$ cat config.mk
export PLATFORM = sky130hd
export DESIGN_NAME = cmo_sequencer
export DESIGN_NICKNAME = d
export VERILOG_FILES = /design/src/rtl/cmo_pkg.sv /design/src/rtl/cmo_decode.sv /design/src/rtl/cmo_span_calc.sv /design/src/rtl/cmo_walker.sv /design/src/rtl/cmo_sequencer.sv
export SDC_FILE = /design/constraint.sdc
export NUM_CORES = 1
export LEC_CHECK = 0
export ABC_CLOCK_PERIOD_IN_PS = 2300
export BUFFER_PORTS_ARGS = -buffer_cell sky130_fd_sc_hd__buf_2
export CAP_MARGIN = 10
export CORE_MARGIN = 2
export CORE_UTILIZATION = 35
export CTS_CLUSTER_DIAMETER = 40
export DETAILED_ROUTE_END_ITERATION = 16
export GPL_TIMING_DRIVEN = 0
export PLACE_DENSITY = 0.6
export SYNTH_ARGS = -nofsm -noshare
export SYNTH_HDL_FRONTEND = slang
export SYNTH_SLANG_ARGS = --single-unit
$ cat constraint.sdc
create_clock -name clk -period 2.3 [get_ports clk]
set_input_delay 0.23 -clock clk [delete_from_list [all_inputs] [get_ports clk]]
set_output_delay 0.23 -clock clk [all_outputs]
set_load 0.02 [all_outputs]
$ cat src/rtl/cmo_pkg.sv
package cmo_pkg;
   typedef enum logic [2:0] {
      OP_NOP     = 3'd0,
      OP_CLN_ALL = 3'd1,
      OP_FLI_ALL = 3'd2,
      OP_CLN_RNG = 3'd3,
      OP_FLI_RNG = 3'd4,
      OP_DSC_RNG = 3'd5
   } cmo_op_e;

   typedef enum logic [1:0] {
      ACT_NONE    = 2'b00,
      ACT_CLEAN   = 2'b01,
      ACT_FLU_INV = 2'b10,
      ACT_DISCARD = 2'b11
   } line_act_e;

   typedef enum logic [1:0] {
      SQ_IDLE,
      SQ_RUN,
      SQ_FIN
   } sq_state_e;

   typedef struct packed {
      line_act_e act;
      logic      whole;
      logic      ranged;
   } op_info_t;
endpackage

$ cat src/rtl/cmo_decode.sv
module cmo_decode
   import cmo_pkg::*;
(
   input  logic [2:0] op,
   output op_info_t   info
);
   always_comb begin
      info = '{act: ACT_NONE, whole: 1'b0, ranged: 1'b0};
      case (op)
         OP_CLN_ALL: info = '{act: ACT_CLEAN,   whole: 1'b1, ranged: 1'b0};
         OP_FLI_ALL: info = '{act: ACT_FLU_INV, whole: 1'b1, ranged: 1'b0};
         OP_CLN_RNG: info = '{act: ACT_CLEAN,   whole: 1'b0, ranged: 1'b1};
         OP_FLI_RNG: info = '{act: ACT_FLU_INV, whole: 1'b0, ranged: 1'b1};
         OP_DSC_RNG: info = '{act: ACT_DISCARD, whole: 1'b0, ranged: 1'b1};
         default:    info = '{act: ACT_NONE,    whole: 1'b0, ranged: 1'b0};
      endcase
   end
endmodule

$ cat src/rtl/cmo_span_calc.sv
module cmo_span_calc #(
   parameter int AW         = 16,
   parameter int LINE_BYTES = 64
) (
   input  logic [AW-1:0]                   start,
   input  logic [AW-1:0]                   size,
   output logic [AW-$clog2(LINE_BYTES)-1:0] first_line,
   output logic [AW-$clog2(LINE_BYTES)-1:0] last_line,
   output logic                            empty,
   output logic                            unaligned
);
   localparam int OFS = $clog2(LINE_BYTES);
   localparam int LW  = AW - OFS;

   assign first_line = start[AW-1:OFS];
   assign last_line  = LW'((start + size - 1'b1) >> OFS);
   assign empty      = (size == '0);

   generate
      if (OFS > 0) begin : g_chk
         assign unaligned = |{start[OFS-1:0], size[OFS-1:0]};
      end else begin : g_nochk
         assign unaligned = 1'b0;
      end
   endgenerate
endmodule

$ cat src/rtl/cmo_walker.sv
module cmo_walker #(
   parameter int LW = 10
) (
   input  logic          clk,
   input  logic          rst_n,
   input  logic          load,
   input  logic [LW-1:0] load_first,
   input  logic [LW-1:0] load_last,
   input  logic          step,
   output logic [LW-1:0] cur_line,
   output logic          at_last
);
   logic [LW-1:0] last_q;

   always_ff @(posedge clk or negedge rst_n) begin
      if (!rst_n) begin
         cur_line <= '0;
         last_q   <= '0;
      end else if (load) begin
         cur_line <= load_first;
         last_q   <= load_last;
      end else if (step) begin
         cur_line <= cur_line + 1'b1;
      end
   end

   assign at_last = (cur_line == last_q);
endmodule

$ cat src/rtl/cmo_sequencer.sv
module cmo_sequencer
   import cmo_pkg::*;
#(
   parameter int AW         = 16,
   parameter int LINE_BYTES = 64,
   parameter int NUM_LINES  = 8
) (
   input  logic          clk,
   input  logic          rst_n,
   input  logic          cmd_valid,
   input  logic [2:0]    cmd_op,
   input  logic [AW-1:0] cmd_start,
   input  logic [AW-1:0] cmd_size,
   output logic          cmd_ready,
   output logic          busy,
   output logic          done,
   output logic          misaligned,
   output logic          req_valid,
   output logic [AW-1:0] req_addr,
   output logic [1:0]    req_action,
   input  logic          req_ack
);
   localparam int OFS = $clog2(LINE_BYTES);
   localparam int LW  = AW - OFS;

   generate
      if (LINE_BYTES != (1 << OFS)) begin : g_bad_line
         $error("LINE_BYTES must be a power of two");
      end
      if (NUM_LINES < 1 || NUM_LINES > (1 << LW)) begin : g_bad_lines
         $error("NUM_LINES must fit the line address width");
      end
   endgenerate

   sq_state_e     state_q, state_d;
   line_act_e     act_q;
   logic          mis_q;
   op_info_t      info;
   logic [LW-1:0] span_first, span_last, cur_line;
   logic          span_empty, span_unal, at_last;
   logic          accept, step, finish_now;

   cmo_decode u_decode (.op(cmd_op), .info(info));

   cmo_span_calc #(.AW(AW), .LINE_BYTES(LINE_BYTES)) u_span (
      .start(cmd_start), .size(cmd_size),
      .first_line(span_first), .last_line(span_last),
      .empty(span_empty), .unaligned(span_unal)
   );

   assign accept     = cmd_valid && (state_q == SQ_IDLE);
   assign step       = (state_q == SQ_RUN) && req_ack && !at_last;
   assign finish_now = (info.act == ACT_NONE) || (info.ranged && span_empty);

   cmo_walker #(.LW(LW)) u_walk (
      .clk(clk), .rst_n(rst_n), .load(accept),
      .load_first(info.whole ? '0 : span_first),
      .load_last(info.whole ? LW'(NUM_LINES - 1) : span_last),
      .step(step), .cur_line(cur_line), .at_last(at_last)
   );

   always_comb begin
      state_d = state_q;
      case (state_q)
         SQ_IDLE: if (accept) state_d = finish_now ? SQ_FIN : SQ_RUN;
         SQ_RUN:  if (req_ack && at_last) state_d = SQ_FIN;
         SQ_FIN:  state_d = SQ_IDLE;
         default: state_d = SQ_IDLE;
      endcase
   end

   always_ff @(posedge clk or negedge rst_n) begin
      if (!rst_n) begin
         state_q <= SQ_IDLE;
         act_q   <= ACT_NONE;
         mis_q   <= 1'b0;
      end else begin
         state_q <= state_d;
         if (accept) begin
            act_q <= info.act;
            if (info.ranged && span_unal) mis_q <= 1'b1;
         end
      end
   end

   assign cmd_ready  = (state_q == SQ_IDLE);
   assign busy       = (state_q != SQ_IDLE);
   assign done       = (state_q == SQ_FIN);
   assign misaligned = mis_q;
   assign req_valid  = (state_q == SQ_RUN);
   assign req_addr   = AW'(cur_line) << OFS;
   assign req_action = req_valid ? act_q : ACT_NONE;
endmodule

Word-level counts from Yosys, hierarchy flattened --
Cells that the tools add are included.
Operators by class: $mul 0, divide/modulo/power cells 0, magnitude comparators 0, $add $sub $neg 3, reductions and logical operators 16, equality and inequality tests 10, shift operators 0, bitwise operators 0, multiplexer cells 10
Operators by type and width (number):
- 2-to-1 mux 10 bit | 4
- case mux 4 bit (5 select lines) | 1
- adder 16 bit | 1
- zero test 16 bit | 1
- subtractor 16 x 1 -> 16 bit, second input constant | 1
- OR reduction 12 bit | 1
- adder 10 x 1 -> 10 bit, second input constant | 1
- equality test 10 bit | 1
- 2-to-1 mux 2 bit | 4
- equality test 3 x 2 -> 1 bit, second input constant | 2
- equality test 3 bit, second input constant | 2
- logical AND 1 bit | 6
- zero test 2 bit | 2
- inequality test 2 x 1 -> 1 bit, second input constant | 2
- case mux 2 bit (2 select lines) | 1
- AND reduction 2 bit | 2
- nonzero test 2 bit | 2
- equality test 3 x 1 -> 1 bit, second input constant | 1
- equality test 2 x 1 -> 1 bit, second input constant | 1
- equality test 2 bit, second input constant | 1
- zero test 1 bit | 1
- logical OR 1 bit | 1
Word-level totals: bits in read-only memories 0, memories kept 0, bits in latches 0, bits in registers 25, RAM bits 0, output and inout bits 23, word-level logic and storage cells 44

Depth between registers and ports, before layout --
depth in word-level cells 7, mapped depth 11, depth with buffers taken out 10

Hierarchy --
A second synthesis with hierarchy kept.
Unflattened totals: cell total of the unflattened synthesis 326, area total of the unflattened synthesis 2667.6 µm²
Modules (own cells, without submodules):
- cmo_span_calc | seq. area each 0.0 µm², times used 1, cells each 173, area an instance 1137.3 µm²
- cmo_walker | seq. area each 500.5 µm², times used 1, cells each 95, area an instance 1041.0 µm²
- cmo_sequencer | seq. area each 125.1 µm², times used 1, cells each 50, area an instance 445.4 µm²
- cmo_decode | seq. area each 0.0 µm², times used 1, cells each 8, area an instance 43.8 µm²

Least setup slack after synthesis --
No wires, ideal clock.
path kind input port to flip-flop, from input cmd_start[7], to register u_walk.last_q[7], data required time 2.168 ns, library setup time 0.132 ns, cell stages on the path 10, data arrival time 2.043 ns, setup slack 0.124 ns, buffers on the path 0, cells stage by stage inv_1 -> ha_1 -> inv_1 -> ha_1 -> and2_4 -> a221o_1 -> a21o_1 -> o31ai_2 -> xor2_1 -> o21ai_1
Between the ends: cells in the longest elaborated chain, start to end 3
RTL lines:
- from (decl) | line cmo_sequencer.sv:12 | input logic [AW-1:0] cmd_start,
- adder 16 bit | line cmo_span_calc.sv:16 | assign last_line = LW'((start + size - 1'b1) >> OFS);
- subtractor 16 x 1 -> 16 bit | line cmo_span_calc.sv:16
- 2-to-1 mux 10 bit | line cmo_sequencer.sv:58 | .load_last(info.whole ? LW'(NUM_LINES - 1) : span_last),
- to (signal assigned) | line cmo_walker.sv:21 | last_q <= load_last;
- to (decl) | line cmo_walker.sv:13 | logic [LW-1:0] last_q;
Every way passes these cells. A chain may end at the register's enable or synchronous reset.

Final worst setup path --
from input cmd_start[7], to register u_walk.last_q[4]
The elaborated chain is that of the path after synthesis.

==> results.toml <==
[status]
status = "finished clean"

[min_path]
hold_start = "cmd_start[11]"
worstHoldPathType = "primary input to flip-flop"

[sta]
fin_crit_ns = 2.16
finalCritPeriodShare = 0.938
fin_skew_ns = 0.00181
hold_violations = 0
hold_slack_ns = 0.236
fmax_ghz = 0.463
setup_slack_ns = 0.142
setup_viol_count_final = 0
rsz0062_at_grt = "false"
slew_viol_final = 0
worst_pin_slew_ns = 0.552
relSlewSlack = 0.632
setup_tns_ns = 0

[synth]
yosysWarningCount = 0
synth_edf_count = 0
ys.flop_type = "dfrtp_1"
yosys_register_bits = 25
syn_area_sq_um = 2540
synth.distinct_cells = 61
synthArstFlopShare = 1.00
synth.avg_cell_area_sq_um = 7.90
synth_cells = 322
yosysSeqAreaShare = 0.246

[cts]
path_clk_slew_ns = 0.08
cts_tree = "built"
htree_num_levels = 1
cts_made_buffers = 3
postCtsSetupRepairBufs = 0
cts_resized = 0
cts-root-buf = "clkbuf_8"
cts_max_path_buffers = 2
clk_latency_ns = 0.27
clock-sinks = 25

[routing]
vias = 2345
antenna_left = 0
post_drt_wl_per_cell_microns = 12.3
finalWirelength_microns = 5970
dr.pass1.iters = 4
drtIter0Drc = 97
drc = 0
vias_per_cell = 4.85

[die]
start_util = 0.356
die_height_microns = 89.2
std_cell_rows = 31
dieArea_sq_um = 7960
core-area_sq_um = 7140
die_w_microns = 89.2
ios = 62

[setup_path]
path_class = "primary input to flip-flop"
startpoint = "cmd_start[7]"
startpoint_type = "primary input"
arrival_ns = 2.30
slowest_delay_ns = 0.33
cp-end-kind = "flip-flop"
worst-endpoint-required_ns = 2.45
r2r-start = "u_walk.cur_line[5]"
path_max_fanout = 4
path_cells = "buf_2 > inv_1 > ha_1 > inv_1 > ha_1 > and2_4 > a221o_1 > a21o_1 > a211oi_2 > xor2_1 > o21ai_1"
slowest_stage = "ha_1"

[power]
internal_power_mw = 1.41
vdd_drop_max_mv = 0.223
netSwitchingFraction = 0.479
switching_power_mw = 1.30
power.density_nw_per_um2 = 902
seqPwrFrac = 0.318
p_comb_frac = 0.587
pwr-share-clk = 0.095
p_leak_nw = 1.57

[global_route]
overflow = 0
grt_pass1_vias = 2048
antenna_found_initial = 0
grt_first_pass_wirelength_microns = 9480
grt_max_degree = 26
grt_usage = 0.151

[placement]
port_buffers = 53
dp_slack_ns = -0.157
hpwl_microns = 4990
gp_congestion = 0.821

[final_layout]
area_delta_synth_final_pct = 18.2
drive_gt1_frac = 0.223
fillCellCount = 787
nNetsFinal = 453
antenna-diode-count = 0

[flow_run]
drv_cap = 0
## cell type report
cell class,instances,area [sq um],share of cell area
clock buffers,4,45.0,0.0150
plain buffers,14,108,0.0358
inverters,62,233,0.0774
well taps,99,124,0.0412
multi-input cells,226,1600,0.531
flip-flops and latches,25,626,0.208
repair buffers,54,275,0.0916
## cells in the final DEF, fill, tap and decap left out, types with 2 or more instances in the layout
cell type,synthesis,final
buf_4,6,6
a211oi_1,2,2
a21oi_1,32,32
clkbuf_8,1,4
inv_1,62,62
clkbuf_1,1,2
a31oi_1,3,3
xor2_1,4,4
and2_1,3,3
or4_1,2,2
xnor2_1,13,13
nor4_1,3,3
o21ai_0,5,5
nor3_2,2,2
a21o_1,5,5
nand4_1,7,7
nand2_1,32,32
buf_6,2,2
nor2_1,11,11
o21a_1,3,3
ha_1,28,28
o21ai_1,5,5
and3_1,3,3
nand3_1,11,11
a221oi_1,2,2
conb_1,1,6
o31ai_2,2,2
mux2i_1,2,2
buf_2,3,56
nor3_1,6,6
o31ai_1,5,5
dfrtp_1,25,25
xnor2_2,2,2
## cell families (layout without fill, tap and decap cells)
family                     after synthesis  in the layout  share of synthesized area
adders and majority gates               28             28                      0.138
and+or+nand+nor                         92             92                      0.192
xor gates and xnor gates                19             19                     0.0714
muxes                                    2              2                    0.00787
AOI/OAI and AO/OA                       79             79                      0.209
buffers and inverters                   76            134                      0.134
DFF                                     25             25                      0.246
other                                    1              6                    0.00147
## power groups by stage
stage / Combinational, mW / Clock [mW] / Sequential [mW]
2_1_floorplan: 1.10 / 0 / 0.926
3_3_place_gp: 1.57 / 0 / 0.863
3_5_place_dp: 1.59 / 0 / 0.868
4_1_cts: 1.60 / 0.266 / 0.861
5_1_grt: 1.77 / 0.280 / 0.894
6_report: 1.59 / 0.257 / 0.863
## path summary, 6_finish.rpt
kind                                      end  slack [ns]  cells past startpoint
max                          u_walk.last_q[4]        0.14                     11
min                        u_walk.cur_line[5]        0.24                      3
max reg2reg                u_walk.cur_line[9]        0.30                      6
min reg2reg                          act_q[0]        0.47                      2
max in group asynchronous          misaligned        1.44                      2
min in group asynchronous  u_walk.cur_line[6]        0.49                      2
## sequential cells by signal, indices dropped and copies added (netlist names)
name	cells
u_walk.cur_line	10
misaligned	1
act_q	2
state_q	2
u_walk.last_q	10
## per-stage QoR
stage,utilization,cells,power (mW),cell area [sq um]
floorplan,-,327,2.02,2560
global placement,0.413,479,2.44,2950
detailed placement,0.413,479,2.46,2950
CTS,0.421,484,2.73,3010
global route,0.421,484,2.95,3010
finish,0.421,484,2.71,3010
## synthesized netlist by cell type (all sizes together), types with 4 or more instances
cell,instances,area [sq um]
nor2,12,47.6
buf,11,82.6
ha,28,350
dfrtp,25,626
o21ai,11,58.8
a21o,5,37.5
nand2,33,131
nor3,8,50.1
xor2,4,35.0
nand4,8,56.3
inv,62,233
and2,4,27.5
a21oi,32,160
o31ai,7,62.6
xnor2,15,146
nand3,12,65.1
## critical path, delay by kind of cell
kind	cells	cell delay, ns
adders and majority gates	2	0.59
AOI/OAI and AO/OA	4	0.89
xor gates and xnor gates	1	0.19
buffers and inverters	3	0.19
and+or+nand+nor	1	0.19
## what timing repair did
item | CTS | global route
hold buffers | 1 | 0
endpoints found under the hold margin | 25 | 0
setup endpoints to repair | 0 | 1
## metal layers
| metal | global-route usage | share of wire | vias to the layer above |
|---|---|---|---|
| met5 | 0 | 0 | - |
| met4 | 0.0434 | 0.0059 | 0 |
| met3 | 0.0129 | 0.041 | 2 |
| met2 | 0.255 | 0.47 | 57 |
| met1 | 0.206 | 0.48 | 1069 |
| li1 | - | - | 1217 |
No activity file was read; power rests on OpenSTA's default activity.
